===== src/rtl/strscan_pkg.sv =====
// Shared types for the string search engine.
package strscan_pkg;
    typedef enum logic [1:0] {
        ST_IDLE,
        ST_CHECK,
        ST_REQ,
        ST_WAIT
    } scan_state_e;

    localparam logic [1:0] CC_NONE    = 2'd0;
    localparam logic [1:0] CC_FOUND   = 2'd1;
    localparam logic [1:0] CC_END     = 2'd2;
    localparam logic [1:0] CC_PARTIAL = 2'd3;
endpackage


===== src/rtl/strscan_guard.sv =====
// Operand guard: checks the reserved bits of the character word for the
// selected mode, extracts the search key and derives the effective end
// address. It is purely combinational and assumes CHAR_W > 16.
module strscan_guard #(
    parameter int ADDR_W = 64,
    parameter int CHAR_W = 32,
    parameter int KEY_W  = 16
) (
    input  logic              half_mode,
    input  logic [CHAR_W-1:0] char_word,
    input  logic [ADDR_W-1:0] start_addr,
    input  logic [ADDR_W-1:0] end_addr,
    output logic              spec_bad,
    output logic [KEY_W-1:0]  key,
    output logic [ADDR_W-1:0] eff_end
);
    localparam int BYTE_W = KEY_W / 2;

    logic parity_gap;

    // Reserved-bit test and key extraction for the selected mode.
    always_comb begin
        if (half_mode) begin
            spec_bad = |char_word[CHAR_W-1:KEY_W];
            key      = char_word[KEY_W-1:0];
        end else begin
            spec_bad = |char_word[CHAR_W-1:BYTE_W];
            key      = {{(KEY_W-BYTE_W){1'b0}}, char_word[BYTE_W-1:0]};
        end
    end

    // Halfword scans stop one byte further when the end parity differs.
    always_comb begin
        parity_gap = half_mode & (start_addr[0] ^ end_addr[0]);
        eff_end    = end_addr + {{(ADDR_W-1){1'b0}}, parity_gap};
    end
endmodule


===== src/rtl/strscan_match.sv =====
// Element comparator: compares the returned read data with the latched key.
// Byte mode looks only at the low byte of the response.
module strscan_match #(
    parameter int KEY_W = 16
) (
    input  logic             half_q,
    input  logic [KEY_W-1:0] key_q,
    input  logic [KEY_W-1:0] rsp_data,
    output logic             hit
);
    localparam int BYTE_W = KEY_W / 2;

    // Width-dependent equality test.
    always_comb begin
        if (half_q) hit = (rsp_data == key_q);
        else        hit = (rsp_data[BYTE_W-1:0] == key_q[BYTE_W-1:0]);
    end
endmodule


===== src/rtl/strscan_fsm.sv =====
// Search controller. It latches the operands on start, tests the cap and
// then the end before each fetch, issues one read at a time and registers
// the result with a one-cycle done pulse.
// Assumes: CAP_BYTES is even; start comes only while idle; exactly one
// response is returned per accepted request.
module strscan_fsm
    import strscan_pkg::*;
#(
    parameter int ADDR_W    = 64,
    parameter int CAP_BYTES = 8192,
    parameter int KEY_W     = 16
) (
    input  logic              clk,
    input  logic              rst_n,
    input  logic              start,
    input  logic              half_mode,
    input  logic              spec_bad,
    input  logic [ADDR_W-1:0] start_addr,
    input  logic [ADDR_W-1:0] end_addr,
    input  logic [ADDR_W-1:0] eff_end,
    input  logic [KEY_W-1:0]  key_in,
    output logic [KEY_W-1:0]  key_q,
    output logic              half_q,
    output logic              mem_req_valid,
    input  logic              mem_req_ready,
    output logic [ADDR_W-1:0] mem_req_addr,
    input  logic              mem_rsp_valid,
    input  logic              hit,
    output logic              done,
    output logic [1:0]        cc,
    output logic              spec_err,
    output logic [ADDR_W-1:0] new_start,
    output logic [ADDR_W-1:0] new_end,
    output logic              busy
);
    localparam int          LEN_W   = $clog2(CAP_BYTES + 1);
    localparam logic [LEN_W-1:0] CAP_LEN = LEN_W'(CAP_BYTES);

    scan_state_e       state;
    logic [ADDR_W-1:0] base_q;
    logic [ADDR_W-1:0] end_q;
    logic [ADDR_W-1:0] eff_q;
    logic [LEN_W-1:0]  len_q;
    logic [ADDR_W-1:0] cur_addr;
    logic [LEN_W-1:0]  step;

    // Current element address and step size.
    always_comb begin
        cur_addr = base_q + ADDR_W'(len_q);
        step     = half_q ? LEN_W'(2) : LEN_W'(1);
    end

    // Port views of the state.
    always_comb begin
        mem_req_valid = (state == ST_REQ);
        mem_req_addr  = cur_addr;
        busy          = (state != ST_IDLE);
    end

    // Operation sequencing and result registers.
    always_ff @(posedge clk) begin
        if (!rst_n) begin
            state     <= ST_IDLE;
            base_q    <= '0;
            end_q     <= '0;
            eff_q     <= '0;
            len_q     <= '0;
            key_q     <= '0;
            half_q    <= 1'b0;
            done      <= 1'b0;
            cc        <= CC_NONE;
            spec_err  <= 1'b0;
            new_start <= '0;
            new_end   <= '0;
        end else begin
            done <= 1'b0;
            case (state)
                ST_IDLE: begin
                    if (start) begin
                        base_q <= start_addr;
                        end_q  <= end_addr;
                        eff_q  <= eff_end;
                        key_q  <= key_in;
                        half_q <= half_mode;
                        len_q  <= '0;
                        if (spec_bad) begin
                            done      <= 1'b1;
                            cc        <= CC_NONE;
                            spec_err  <= 1'b1;
                            new_start <= start_addr;
                            new_end   <= end_addr;
                        end else begin
                            state <= ST_CHECK;
                        end
                    end
                end
                ST_CHECK: begin
                    if (len_q >= CAP_LEN) begin
                        done      <= 1'b1;
                        cc        <= CC_PARTIAL;
                        spec_err  <= 1'b0;
                        new_start <= cur_addr;
                        new_end   <= end_q;
                        state     <= ST_IDLE;
                    end else if (cur_addr == eff_q) begin
                        done      <= 1'b1;
                        cc        <= CC_END;
                        spec_err  <= 1'b0;
                        new_start <= base_q;
                        new_end   <= end_q;
                        state     <= ST_IDLE;
                    end else begin
                        state <= ST_REQ;
                    end
                end
                ST_REQ: begin
                    if (mem_req_ready) state <= ST_WAIT;
                end
                ST_WAIT: begin
                    if (mem_rsp_valid) begin
                        if (hit) begin
                            done      <= 1'b1;
                            cc        <= CC_FOUND;
                            spec_err  <= 1'b0;
                            new_start <= base_q;
                            new_end   <= cur_addr;
                            state     <= ST_IDLE;
                        end else begin
                            len_q <= len_q + step;
                            state <= ST_CHECK;
                        end
                    end
                end
                default: state <= ST_IDLE;
            endcase
        end
    end


    req_hold_chk: assert property (@(posedge clk) disable iff (!rst_n)
        (mem_req_valid && !mem_req_ready) |=> (mem_req_valid && $stable(mem_req_addr)));


    len_bound_chk: assert property (@(posedge clk) disable iff (!rst_n)
        len_q <= CAP_LEN);


    half_even_chk: assert property (@(posedge clk) disable iff (!rst_n)
        (busy && half_q) |-> !len_q[0]);


    spec_cc_chk: assert property (@(posedge clk) disable iff (!rst_n)
        (done && spec_err) |-> (cc == CC_NONE && !$past(busy)));
endmodule


===== src/rtl/strscan_engine.sv =====
// Top level of the bounded string search engine. It joins the operand
// guard, the controller and the element comparator. Assumes the memory
// answers each accepted request exactly once.
module strscan_engine
    import strscan_pkg::*;
#(
    parameter int ADDR_W    = 64,
    parameter int CHAR_W    = 32,
    parameter int CAP_BYTES = 8192,
    parameter int KEY_W     = 16
) (
    input  logic              clk,
    input  logic              rst_n,
    input  logic              start,
    input  logic              half_mode,
    input  logic [CHAR_W-1:0] char_word,
    input  logic [ADDR_W-1:0] start_addr,
    input  logic [ADDR_W-1:0] end_addr,
    output logic              mem_req_valid,
    input  logic              mem_req_ready,
    output logic [ADDR_W-1:0] mem_req_addr,
    output logic              mem_req_half,
    input  logic              mem_rsp_valid,
    input  logic [KEY_W-1:0]  mem_rsp_data,
    output logic              done,
    output logic [1:0]        cc,
    output logic              spec_err,
    output logic [ADDR_W-1:0] new_start,
    output logic [ADDR_W-1:0] new_end,
    output logic              busy
);
    logic              spec_bad;
    logic [KEY_W-1:0]  key;
    logic [KEY_W-1:0]  key_q;
    logic [ADDR_W-1:0] eff_end;
    logic              half_q;
    logic              hit;

    strscan_guard #(.ADDR_W(ADDR_W), .CHAR_W(CHAR_W), .KEY_W(KEY_W)) i_guard (
        .half_mode (half_mode),
        .char_word (char_word),
        .start_addr(start_addr),
        .end_addr  (end_addr),
        .spec_bad  (spec_bad),
        .key       (key),
        .eff_end   (eff_end)
    );

    strscan_fsm #(.ADDR_W(ADDR_W), .CAP_BYTES(CAP_BYTES), .KEY_W(KEY_W)) i_fsm (
        .clk          (clk),
        .rst_n        (rst_n),
        .start        (start),
        .half_mode    (half_mode),
        .spec_bad     (spec_bad),
        .start_addr   (start_addr),
        .end_addr     (end_addr),
        .eff_end      (eff_end),
        .key_in       (key),
        .key_q        (key_q),
        .half_q       (half_q),
        .mem_req_valid(mem_req_valid),
        .mem_req_ready(mem_req_ready),
        .mem_req_addr (mem_req_addr),
        .mem_rsp_valid(mem_rsp_valid),
        .hit          (hit),
        .done         (done),
        .cc           (cc),
        .spec_err     (spec_err),
        .new_start    (new_start),
        .new_end      (new_end),
        .busy         (busy)
    );

    strscan_match #(.KEY_W(KEY_W)) i_match (
        .half_q  (half_q),
        .key_q   (key_q),
        .rsp_data(mem_rsp_data),
        .hit     (hit)
    );

    // Read size follows the latched mode.
    always_comb mem_req_half = half_q;


    found_parity_chk: assert property (@(posedge clk) disable iff (!rst_n)
        (done && cc == CC_FOUND && half_q) |-> (new_end[0] == new_start[0]));


    end_keep_chk: assert property (@(posedge clk) disable iff (!rst_n)
        (done && cc == CC_END) |-> !spec_err);
endmodule


===== config.mk =====
export PLATFORM = sky130hd
export DESIGN_NAME = strscan_engine
export DESIGN_NICKNAME = d
export VERILOG_FILES = /design/src/rtl/strscan_pkg.sv /design/src/rtl/strscan_guard.sv /design/src/rtl/strscan_match.sv /design/src/rtl/strscan_fsm.sv /design/src/rtl/strscan_engine.sv
export SDC_FILE = /design/constraint.sdc
export NUM_CORES = 1
export LEC_CHECK = 0
export BUFFER_PORTS_ARGS = -buffer_cell sky130_fd_sc_hd__buf_2
export CAP_MARGIN = 20
export CORE_MARGIN = 2
export CORE_UTILIZATION = 46
export CTS_CLUSTER_SIZE = 14
export DETAILED_ROUTE_END_ITERATION = 6
export GPL_TIMING_DRIVEN = 1
export MAX_ROUTING_LAYER = met4
export PLACE_DENSITY = 0.67
export SLEW_MARGIN = 10
export SYNTH_ARGS = -nofsm -noshare
export SYNTH_HDL_FRONTEND = slang
export SYNTH_HIERARCHICAL = 1
export SYNTH_SLANG_ARGS = --single-unit

===== constraint.sdc =====
create_clock -name clk -period 5.2 [get_ports clk]
set_input_delay 0.26 -clock clk [delete_from_list [all_inputs] [get_ports clk]]
set_output_delay 0.26 -clock clk [all_outputs]
set_load 0.005 [all_outputs]

==> flow_metrics.py <==
metrics = {
    "min_path": {
        "worstHoldPathType": "in -> reg",
    },
    "routing": {
        "routed_wl_mm": 111,
        "drtIter0Drc": 3129,
        "num_vias": 26100,
        "vias_per_cell": 6.27,
        "wl_per_cell_um": 26.7,
        "drc_errors": 1,
        "drt-pass1-iter-count": 7,
        "ant_nets": 0,
    },
    "global_route": {
        "grt_start_max_net_pins": 149,
        "grtUsageMet3_pct": 7.35,
        "grt_pass1_wl_mm": 163,
        "grt_pass1_vias": 24700,
        "grtUsageTotal_pct": 42.4,
        "busiest_layer": "met2",
        "grt.met1_usage_pct": 57.2,
        "antenna_found_initial": 2,
        "grt_overflow": 0,
        "met2_usage_pct": 62.6,
    },
    "final_layout": {
        "multi_input_area_mm2": 0.0143,
        "final_cells": 4160,
        "syn_to_final_growth_pct": 25.4,
        "nNetsFinal": 3659,
        "final_cell_mix": "602 x nand2_1, 380 x buf_2, 356 x dfxtp_1",
        "final_util_pct": 58.1,
        "regArea_mm2": 0.00715,
        "layout_commonest_cell": "nand2_1",
        "drive_above_1_share_pct": 22.3,
        "nFillCells": 4561,
    },
    "clocking": {
        "htreeDepth": 2,
        "numCtsBuffers": 41,
        "path_clk_slew_ns": 0.06,
        "clock_path_buffers": 3,
        "cts_root_buffer": "clkbuf_16",
        "insertion_delay_ns": 0.59,
        "cts_tree": "yes",
        "cts_sinks": 357,
    },
    "synth": {
        "synth-main-ff-cell": "dfxtp_1",
        "synth_area_leaders": "dfxtp_1 31%, nand2_1 9.8%, a21oi_1 5.4%",
        "synthDominantCellAreaShare_pct": 30.9,
        "yosysUniqueCellTypes": 105,
        "synth_area_mm2": 0.0231,
        "yosys_warnings": 6,
        "async_flop_share_pct": 0,
        "yosysSeqAreaShare_pct": 30.9,
        "synth_edf_count": 0,
        "postSynthAreaPerCell_um2": 7.78,
        "synth_area_leader_cell": "dfxtp_1",
        "syn_nets": 3182,
        "syn-instance-count": 2977,
        "ys_ff_latch": 357,
    },
    "sta": {
        "hold_viol": 0,
        "whs_ns": 0.0173,
        "post-route-period-util_pct": 97.7,
        "slew_viol_final": 0,
        "finalSetupViolCount": 0,
        "min_period_ns": 5.08,
        "setup_ws_ns": 0.118,
        "timing.fmax_ghz": 0.197,
        "maxSlewHeadroom_pct": 19.5,
        "worst_slew_pin_slew_ns": 1.20,
        "fin_skew_ns": 0.0238,
    },
    "power": {
        "total_power_mw": 8.50,
        "p_leak_nw": 11.9,
        "p_per_area_mw_per_mm2": 293,
        "peakVddDrop_v": 0.000283,
    },
    "critical_path": {
        "cp.required_ns": 5.70,
        "cp-start-kind": "register",
        "crit_fanout": 40,
        "path_class": "reg -> reg",
        "end_kind": "register",
        "arrival_ns": 5.58,
    },
    "floorplan": {
        "die_width_um": 228,
        "core_area_mm2": 0.0500,
        "boundaryPins": 381,
        "die_area_mm2": 0.0521,
        "fp.dieH_um": 228,
        "initial_utilization_pct": 46.3,
        "num_rows": 82,
    },
    "status": {
        "violations": "DRC",
        "status": "finished with violations",
    },
    "placed_design": {
        "preCtsSetupSlack_ns": 0.167,
        "dp.cells": 3946,
        "io_buffers": 380,
        "dp_hpwl_mm": 83.3,
        "routabilityCongestion": 1.07,
    },
    "job": {
        "drv_cap": 0,
    },
}
routing by layer:
layer | share of wire (%) | routed length (um)
met1 | 42 | 46400
met2 | 43 | 48100
met3 | 10 | 11400
met4 | 4.8 | 5370
met5 | 0 | 0
flip-flops by register name (all words and copies together), names as in the netlist, named ones only:
signal           flops
i_fsm/base_q        64
i_fsm/cc             2
i_fsm/done           1
i_fsm/eff_q         64
i_fsm/end_q         64
i_fsm/half_q         1
i_fsm/key_q         16
i_fsm/len_q         14
i_fsm/new_end       64
i_fsm/new_start     64
i_fsm/spec_err       1
i_fsm/state          1
where the power goes:
part           switching [mW]  internal, mW  total, mW
logic                    1.32         0.880       2.20
registers               0.245          3.01       3.26
clock network            1.28          1.77       3.04
total                    2.84          5.66       8.50
Yosys cell counts (50+ instances only):
| cell type | instances |
|---|---|
| nand2_1 | 603 |
| dfxtp_1 | 357 |
| a21oi_1 | 251 |
| clkbuf_1 | 165 |
| inv_1 | 162 |
| xnor2_1 | 131 |
| nor2_1 | 126 |
| xor2_1 | 96 |
| a211oi_1 | 87 |
| o21ai_0 | 83 |
| nand3_1 | 75 |
| a221oi_2 | 74 |
| a22o_1 | 72 |
| nand4_1 | 64 |
| a22oi_1 | 52 |
| buf_2 | 50 |
kinds of logic (layout without fill, tap and decap cells):
logic type,count (synthesis),count (layout),synth area share [%]
AND/OR/NAND/NOR,1105,1105,22.5
AO/OA/AOI/OAI,796,796,26.3
buffers and inverters,420,929,7.89
flip-flops,357,357,30.9
XOR/XNOR,235,235,9.31
multiplexers,41,41,1.80
adder cells (fa/ha/maj),23,23,1.31
other,0,2,0
layout make-up:
class,instances,area share (%)
clock inverters,19,0.815
inverters,165,2.16
repair buffers,689,16.3
multi-input cells,2200,49.2
well taps,672,2.90
diodes,2,0.0172
flip-flops and latches,357,24.6
clock buffers,56,3.97
path summary, 6_finish.rpt:
check	depth (start not counted)	end	from	slack, ns
hold / removal	3	i_fsm/end_q[22]	end_addr[22]	0.02
setup / recovery	14	i_fsm/new_start[14]	i_fsm/len_q[6]	0.12
setup reg to reg	14	i_fsm/new_start[14]	i_fsm/len_q[6]	0.12
hold reg to reg	2	i_fsm/new_start[15]	i_fsm/new_start[15]	0.46
critical path, stage by stage (launching register included):
cell and delay (ns):
dfxtp_1 0.36, ha_1 0.46, a21oi_1 0.15, o21ai_0 0.45
a32o_1 0.39, nor2_1 0.16, or4_1 0.68, xnor2_2 0.26
a221o_1 0.17, nor3_1 0.05, and4_4 0.19, o31ai_4 0.93
buf_12 0.36, buf_4 0.17, mux2i_1 0.18
through the flow:
step                instance area [um^2]  setup TNS [ns]
floorplan                          23100               0
global placement                   26200               0
detailed placement                 26200               0
CTS                                29000               0
global route                       29000         -0.0235
finish                             29000               0
what timing repair did:
| item | in CTS | in global routing |
|---|---|---|
| endpoints found under the hold margin | 135 | 0 |
| hold buffers | 134 | 0 |
| resized for setup | 0 | 9 |
| setup buffers | 0 | 2 |
| setup endpoints to repair | 0 | 70 |
No activity file was read; power rests on OpenSTA's default activity.
